<file path="config.mk">
export PLATFORM = sky130hd
export DESIGN_NAME = freq_qual_top
export DESIGN_NICKNAME = d
export VERILOG_FILES = /design/src/rtl/freq_qual_pkg.sv /design/src/rtl/fq_edge_sync.sv /design/src/rtl/fq_gate_timer.sv /design/src/rtl/fq_meter.sv /design/src/rtl/freq_qual_top.sv
export SDC_FILE = /design/constraint.sdc
export NUM_CORES = 1
export LEC_CHECK = 0
export ABC_AREA = 1
export BUFFER_PORTS_ARGS = -buffer_cell sky130_fd_sc_hd__buf_2
export CAP_MARGIN = 20
export CORE_MARGIN = 2
export CORE_UTILIZATION = 45
export DETAILED_ROUTE_END_ITERATION = 6
export PLACE_DENSITY = 0.79
export RECOVER_POWER = 100
export SLEW_MARGIN = 20
export SYNTH_ARGS = -nofsm -noshare
export SYNTH_HDL_FRONTEND = slang
export SYNTH_HIERARCHICAL = 1
export SYNTH_SLANG_ARGS = --single-unit
</file>
<file path="constraint.sdc">
create_clock -name clk -period 2.9 [get_ports clk]
set_clock_uncertainty 0.2 [all_clocks]
set_input_delay 0.29 -clock clk [delete_from_list [all_inputs] [get_ports clk]]
set_output_delay 0.29 -clock clk [all_outputs]
set_load 0.005 [all_outputs]
</file>
<file path="src/rtl/freq_qual_pkg.sv">
package freq_qual_pkg;

   typedef enum logic [1:0] {
      BAND_INNER = 2'd0,
      BAND_RING  = 2'd1,
      BAND_OUTER = 2'd2
   } band_e;

   // Place a closed-gate count in one of the three hysteresis bands.
   function automatic band_e classify(input logic [31:0] c,
                                      input logic [31:0] in_lo,
                                      input logic [31:0] in_hi,
                                      input logic [31:0] out_lo,
                                      input logic [31:0] out_hi);
      if (c >= in_lo && c <= in_hi)
         return BAND_INNER;
      else if (c < out_lo || c > out_hi)
         return BAND_OUTER;
      else
         return BAND_RING;
   endfunction

endpackage

</file>
<file path="src/rtl/fq_edge_sync.sv">
module fq_edge_sync #(
   parameter int SYNC_STAGES = 2
) (
   input  logic clk,
   input  logic rst_n,
   input  logic ref_in,
   output logic edge_pulse
);

   generate
      if (SYNC_STAGES < 2) begin : g_bad_sync
         $error("fq_edge_sync: SYNC_STAGES must be at least 2");
      end
   endgenerate

   // One flop beyond the synchroniser keeps the previous level for edge detection.
   logic [SYNC_STAGES:0] shr;

   always_ff @(posedge clk or negedge rst_n) begin
      if (!rst_n)
         shr <= '0;
      else
         shr <= {shr[SYNC_STAGES-1:0], ref_in};
   end

   assign edge_pulse = shr[SYNC_STAGES-1] & ~shr[SYNC_STAGES];

   // consecutive pulses are impossible, so no edge is merged into another
   a_r2_pulse_isolated: assert property (@(posedge clk) disable iff (!rst_n)
      edge_pulse |=> !edge_pulse);

endmodule

</file>
<file path="src/rtl/fq_gate_timer.sv">
module fq_gate_timer #(
   parameter int GATE_CYC      = 2048,
   parameter int REFRESH_GATES = 8
) (
   input  logic clk,
   input  logic rst_n,
   output logic gate_end,
   output logic refresh
);

   localparam int GW = (GATE_CYC > 2) ? $clog2(GATE_CYC) : 1;
   localparam int RW = (REFRESH_GATES > 2) ? $clog2(REFRESH_GATES) : 1;
   localparam logic [GW-1:0] G_LAST = GW'(GATE_CYC - 1);
   localparam logic [RW-1:0] R_LAST = RW'(REFRESH_GATES - 1);

   generate
      if (GATE_CYC < 2) begin : g_bad_gate
         $error("fq_gate_timer: GATE_CYC must be at least 2");
      end
      if (REFRESH_GATES < 1) begin : g_bad_refresh
         $error("fq_gate_timer: REFRESH_GATES must be at least 1");
      end
   endgenerate

   logic [GW-1:0] gcnt;
   logic [RW-1:0] rcnt;

   assign gate_end = (gcnt == G_LAST);

   generate
      if (REFRESH_GATES == 1) begin : g_refresh_every
         assign refresh = gate_end;
         always_ff @(posedge clk or negedge rst_n) begin
            if (!rst_n) rcnt <= '0;
            else        rcnt <= '0;
         end
      end else begin : g_refresh_div
         assign refresh = gate_end && (rcnt == R_LAST);
         always_ff @(posedge clk or negedge rst_n) begin
            if (!rst_n)
               rcnt <= '0;
            else if (gate_end)
               rcnt <= (rcnt == R_LAST) ? '0 : rcnt + 1'b1;
         end
      end
   endgenerate

   always_ff @(posedge clk or negedge rst_n) begin
      if (!rst_n)
         gcnt <= '0;
      else if (gate_end)
         gcnt <= '0;
      else
         gcnt <= gcnt + 1'b1;
   end

   // gate counter never passes its last value
   a_r2_gate_bounded: assert property (@(posedge clk) disable iff (!rst_n)
      gcnt <= G_LAST);
   // refresh only ever coincides with a gate end
   a_r9_refresh_on_gate: assert property (@(posedge clk) disable iff (!rst_n)
      refresh |-> gate_end);

endmodule

</file>
<file path="src/rtl/fq_meter.sv">
module fq_meter
   import freq_qual_pkg::*;
#(
   parameter int CNT_W = 12
) (
   input  logic             clk,
   input  logic             rst_n,
   input  logic             edge_pulse,
   input  logic             gate_end,
   input  logic             refresh,
   input  logic [CNT_W-1:0] in_lo,
   input  logic [CNT_W-1:0] in_hi,
   input  logic [CNT_W-1:0] out_lo,
   input  logic [CNT_W-1:0] out_hi,
   output logic             freq_ok,
   output logic             fail_n
);

   generate
      if (CNT_W < 2 || CNT_W > 32) begin : g_bad_width
         $error("fq_meter: CNT_W must lie in 2..32");
      end
   endgenerate

   logic [CNT_W-1:0] cnt;
   logic [CNT_W-1:0] meas;
   logic             sat;
   band_e            band;
   logic             ok_nxt;

   assign sat  = &cnt;
   assign meas = (edge_pulse && !sat) ? cnt + 1'b1 : cnt;
   assign band = classify(32'(meas), 32'(in_lo), 32'(in_hi), 32'(out_lo), 32'(out_hi));

   always_comb begin
      unique case (band)
         BAND_INNER: ok_nxt = 1'b1;
         BAND_OUTER: ok_nxt = 1'b0;
         default:    ok_nxt = freq_ok;
      endcase
   end

   always_ff @(posedge clk or negedge rst_n) begin
      if (!rst_n) begin
         cnt     <= '0;
         freq_ok <= 1'b0;
         fail_n  <= 1'b0;
      end else if (gate_end) begin
         cnt     <= '0;
         freq_ok <= ok_nxt;
         if (!ok_nxt)
            fail_n <= 1'b0;
         else if (refresh)
            fail_n <= 1'b1;
      end else begin
         cnt <= meas;
      end
   end

   a_r2_counts_edge: assert property (@(posedge clk) disable iff (!rst_n)
      (!gate_end && edge_pulse && !sat) |=> (cnt == $past(cnt) + 1'b1));
   a_r3_inner_grants: assert property (@(posedge clk) disable iff (!rst_n)
      (gate_end && meas >= in_lo && meas <= in_hi) |=> freq_ok);
   a_r4_outer_revokes: assert property (@(posedge clk) disable iff (!rst_n)
      (gate_end && (meas < out_lo || meas > out_hi)) |=> !freq_ok);
   a_r5_ring_holds: assert property (@(posedge clk) disable iff (!rst_n)
      (gate_end && meas >= out_lo && meas <= out_hi && (meas < in_lo || meas > in_hi))
      |=> $stable(freq_ok));
   a_r6_only_at_gate: assert property (@(posedge clk) disable iff (!rst_n)
      !gate_end |=> $stable(freq_ok));
   a_r8_fail_when_unqual: assert property (@(posedge clk) disable iff (!rst_n)
      !freq_ok |-> !fail_n);
   a_r9_rise_on_refresh: assert property (@(posedge clk) disable iff (!rst_n)
      $rose(fail_n) |-> ($past(refresh) && freq_ok));
   a_r11_saturates: assert property (@(posedge clk) disable iff (!rst_n)
      (!gate_end && sat) |=> sat);

endmodule

</file>
<file path="src/rtl/freq_qual_top.sv">
module freq_qual_top #(
   parameter int NUM_REF       = 2,
   parameter int CNT_W         = 12,
   parameter int GATE_CYC      = 2048,
   parameter int REFRESH_GATES = 8,
   parameter int SYNC_STAGES   = 2
) (
   input  logic                     clk,
   input  logic                     rst_n,
   input  logic [NUM_REF-1:0]       ref_clk,
   input  logic [NUM_REF*CNT_W-1:0] inner_lo,
   input  logic [NUM_REF*CNT_W-1:0] inner_hi,
   input  logic [NUM_REF*CNT_W-1:0] outer_lo,
   input  logic [NUM_REF*CNT_W-1:0] outer_hi,
   output logic [NUM_REF-1:0]       freq_ok,
   output logic [NUM_REF-1:0]       fail_n
);

   generate
      if (NUM_REF < 1) begin : g_bad_num
         $error("freq_qual_top: NUM_REF must be at least 1");
      end
      if (GATE_CYC >= (1 << (CNT_W < 31 ? CNT_W : 30)) * 2 && CNT_W < 31) begin : g_note_sat
         // Gate may see more edges than the counter holds; the counter saturates.
      end
   endgenerate

   logic gate_end;
   logic refresh;

   fq_gate_timer #(
      .GATE_CYC      (GATE_CYC),
      .REFRESH_GATES (REFRESH_GATES)
   ) u_timer (
      .clk      (clk),
      .rst_n    (rst_n),
      .gate_end (gate_end),
      .refresh  (refresh)
   );

   for (genvar i = 0; i < NUM_REF; i++) begin : g_ch
      logic edge_pulse;

      fq_edge_sync #(
         .SYNC_STAGES (SYNC_STAGES)
      ) u_sync (
         .clk        (clk),
         .rst_n      (rst_n),
         .ref_in     (ref_clk[i]),
         .edge_pulse (edge_pulse)
      );

      fq_meter #(
         .CNT_W (CNT_W)
      ) u_meter (
         .clk        (clk),
         .rst_n      (rst_n),
         .edge_pulse (edge_pulse),
         .gate_end   (gate_end),
         .refresh    (refresh),
         .in_lo      (inner_lo[i*CNT_W +: CNT_W]),
         .in_hi      (inner_hi[i*CNT_W +: CNT_W]),
         .out_lo     (outer_lo[i*CNT_W +: CNT_W]),
         .out_hi     (outer_hi[i*CNT_W +: CNT_W]),
         .freq_ok    (freq_ok[i]),
         .fail_n     (fail_n[i])
      );
   end

   // nothing is qualified in the first cycle after reset
   a_r1_reset_unqual: assert property (@(posedge clk) disable iff (!rst_n)
      $rose(rst_n) |-> (freq_ok == '0 && fail_n == '0));

endmodule

</file>
==> flow_metrics.py <==
metrics = {
    "floorplan": {
        "die_height_um": 108,
        "initial_core_util": 0.456,
        "rows": 38,
        "die_w_um": 108,
        "core_area_um2": 10700,
        "die_area_um2": 11700,
        "io_pins": 104,
    },
    "cells_and_area": {
        "area_delta_synth_final_pct": 35.4,
        "fin_util": 0.618,
        "mostFrequentLayoutCells": "152 x inv_1, 121 x nand2_1, 101 x buf_2",
        "diodes": 0,
        "fin_nets": 1061,
        "multiInputGateArea_um2": 3260,
        "drive_gt1_frac": 0.319,
        "final_common_cell": "inv_1",
        "n_fill_cell": 908,
        "seq_area_um2": 1200,
    },
    "detailed_routing": {
        "first_pass_iters": 4,
        "wire_per_inst_um": 11.9,
        "via_per_inst": 4.76,
        "drt-total-wl_um": 12000,
        "drcViolationCount": 0,
        "vias": 4802,
        "drtIter0Drc": 229,
        "antenna_left": 0,
    },
    "sta": {
        "slew_headroom": 0.201,
        "worstMarginPinSlew_ns": 1.20,
        "hold_ws_ns": 0.156,
        "fmax_ghz": 0.304,
        "hold_viol_final": 0,
        "rsz0062_at_grt": "true",
        "worst_slack_ns": -0.386,
        "finalCritPeriodShare": 1.13,
        "finalMaxSlewViolations": 0,
        "setup_viol": 4,
        "min_period_ns": 3.29,
    },
    "clock_tree": {
        "cts_tree": "yes",
        "cts_root_buf": "clkbuf_8",
        "cts_made_buffers": 5,
        "htree_levels": 2,
        "clk_latency_ns": 0.31,
        "clkTransAtPathRegs_ns": 0.10,
        "clock_sinks": 48,
        "cts_buffer_depth": 2,
    },
    "placement": {
        "place.port_buffers": 103,
        "gp_routability_congestion": 0.849,
        "hpwl_um": 9420,
    },
    "power_and_ir_drop": {
        "power.share.sequential": 0.306,
        "pwr-share-clk": 0.233,
        "power.net_switching_uw": 931,
        "p_int_uw": 1600,
        "comb_power_share": 0.460,
        "netSwitchingFraction": 0.368,
        "peakVddDrop_mv": 0.193,
        "p_leak_uw": 0.00397,
        "powerDensity_nw_per_um2": 383,
    },
    "setup_path": {
        "startpoint": "g_ch[1].u_meter/cnt[1]$_DFF_PN0_",
        "arrival_ns": 3.29,
        "r2r_cells": 23,
        "reg2reg_to": "g_ch[1].u_meter/fail_n$_DFFE_PN0P_",
        "critPathLaunchType": "flop",
        "cp_common_cell": "nand2_1",
        "rrSetupSlack_ns": -0.39,
        "required_ns": 2.91,
        "crit_path_cell_trace": "ha_2, inv_2, nor2_4, nand3_2, nand2_4, inv_4, nand2_2, nor3_4, nand3_1, nor2_2, xor2_1, inv_2, ha_1, nand4_1, nor2_1, and3_1, nand2_1, nand2_1, nand2_1, nand2_1, nor2_2, nor2_2, nor2_1",
        "slowest_delay_ns": 0.40,
        "endpoint": "g_ch[1].u_meter/fail_n$_DFFE_PN0P_",
        "worst_setup_path_end_kind": "flop",
        "r2r-start": "g_ch[1].u_meter/cnt[1]$_DFF_PN0_",
        "cp_slowest_cell": "dfrtp_1",
        "path_max_fanout": 4,
        "worstSetupPathType": "flop to flop",
    },
    "worst_hold_path": {
        "hold_path_class": "flop to flop",
        "hold_depth": 0,
    },
    "synth": {
        "synth_area_um2": 4880,
        "syn_avg_cell_area_um2": 7.27,
        "synth_cell_types": 40,
        "netlist_instances": 671,
        "yosys_warnings": 6,
        "synthFlopType": "dfrtp_1",
        "synth-seq-cells": 48,
        "synth_edf_count": 0,
        "synth_fp_nets": 864,
        "synth-seq-area-share": 0.246,
        "synthArstFlopShare": 1.00,
    },
    "global_routing": {
        "global_route.usage.met2": 0.400,
        "grt_pass1_wl_um": 20000,
        "antenna_found_initial": 0,
        "gr-usage-met3": 0.0283,
        "grt_pass1_vias": 4775,
        "grt_start_max_net_pins": 49,
        "gr-max-usage-layer": "met2",
        "gr-usage-met1": 0.249,
        "gr-usage-all-layers": 0.212,
        "grt-ovfl-total": 0,
    },
    "status": {
        "violations": "setup timing",
        "status": "finished, violations left",
    },
    "flow_run": {
        "cap_violations": 0,
    },
}
## cell families (layout without fill, tap and decap cells)
group | Yosys count | after routing | share of synthesized area
compound gates | 73 | 73 | 0.0843
xor+xnor | 22 | 22 | 0.0395
fa+ha+maj | 93 | 93 | 0.238
simple gates | 269 | 269 | 0.262
buf+inv | 166 | 364 | 0.130
flops | 48 | 48 | 0.246
## registers in the layout, indices dropped and copies added (netlist names)
signal                cells
g_ch.u_meter/freq_ok      2
u_timer/rcnt              3
g_ch.u_meter/fail_n       2
g_ch.u_sync/shr           6
g_ch.u_meter/cnt         24
u_timer/gcnt             11
## Yosys cell counts, types with 8 or more instances
cell	number	area [um^2]
nand4_1	12	75.1
inv_1	160	601
nand2_1	124	465
xor2_1	19	166
nand3_1	16	80.1
o21ai_0	12	60.1
ha_1	93	1160
nand2_2	8	50.1
nand3_2	9	90.1
nor2_1	62	233
a21oi_1	45	225
nor2_2	9	56.3
dfrtp_1	48	1200
## worst min path at each step
stage | from | endpoint
floorplan | rst_n | g_ch[0].u_meter/cnt[0]$_DFF_PN0_
global placement | g_ch[0].u_sync/shr[0]$_DFF_PN0_ | g_ch[0].u_sync/shr[1]$_DFF_PN0_
detailed placement | g_ch[0].u_sync/shr[0]$_DFF_PN0_ | g_ch[0].u_sync/shr[1]$_DFF_PN0_
CTS | g_ch[0].u_sync/shr[0]$_DFF_PN0_ | g_ch[0].u_sync/shr[1]$_DFF_PN0_
global route | g_ch[0].u_sync/shr[0]$_DFF_PN0_ | g_ch[0].u_sync/shr[1]$_DFF_PN0_
finish | g_ch[1].u_sync/shr[0]$_DFF_PN0_ | g_ch[1].u_sync/shr[1]$_DFF_PN0_
## layout make-up
class | instances | share of cell area
multi-input cells | 457 | 0.493
repair buffers | 193 | 0.185
flip-flops and latches | 48 | 0.182
inverters | 163 | 0.0934
well taps | 140 | 0.0265
clock buffers | 5 | 0.0104
clock inverters | 3 | 0.0104
## power by group through the flow
stage / clock (uW) / sequential [uW] / combinational [uW]
floorplan: 0 / 797 / 655
global placement: 0 / 784 / 1060
detailed placement: 0 / 788 / 1090
CTS: 608 / 775 / 1130
global route: 631 / 782 / 1350
finish: 591 / 776 / 1170
## worst max-delay path, delay by kind of cell, from the launching register on
kind	cells	cell delay, ns
simple gates	17	1.63
fa+ha+maj	2	0.50
xor+xnor	1	0.22
buf+inv	3	0.24
flops	1	0.40
## metal layers
layer / vias up / share of wire
met2: 103 / 0.50
met5: - / 0
li1: 2508 / -
met4: 0 / 0.021
met3: 24 / 0.041
met1: 2167 / 0.44
## stage by stage
| step | total power (uW) | area (um^2) | std cells | worst slack, ns | setup TNS [ns] |
|---|---|---|---|---|---|
| final | 2530 | 6610 | 1009 | -0.386 | -1.38 |
| after global routing | 2760 | 6610 | 1009 | -0.607 | -2.33 |
| after CTS | 2520 | 6470 | 1005 | -0.268 | -1.05 |
| after detailed placement | 1880 | 6130 | 984 | -0.336 | -1.27 |
| after global placement | 1840 | 6130 | 984 | -0.208 | -0.778 |
| after floorplan | 1450 | 4900 | 671 | -0.189 | -0.704 |
## timing repair
item,4_1_cts,5_1_grt
pin swaps,7,22
resized for setup,20,27
setup buffers,10,4
hold buffers,3,0
endpoints found under the setup margin,4,4
endpoints found under the hold margin,10,0
(Power assumes the default switching activity.)
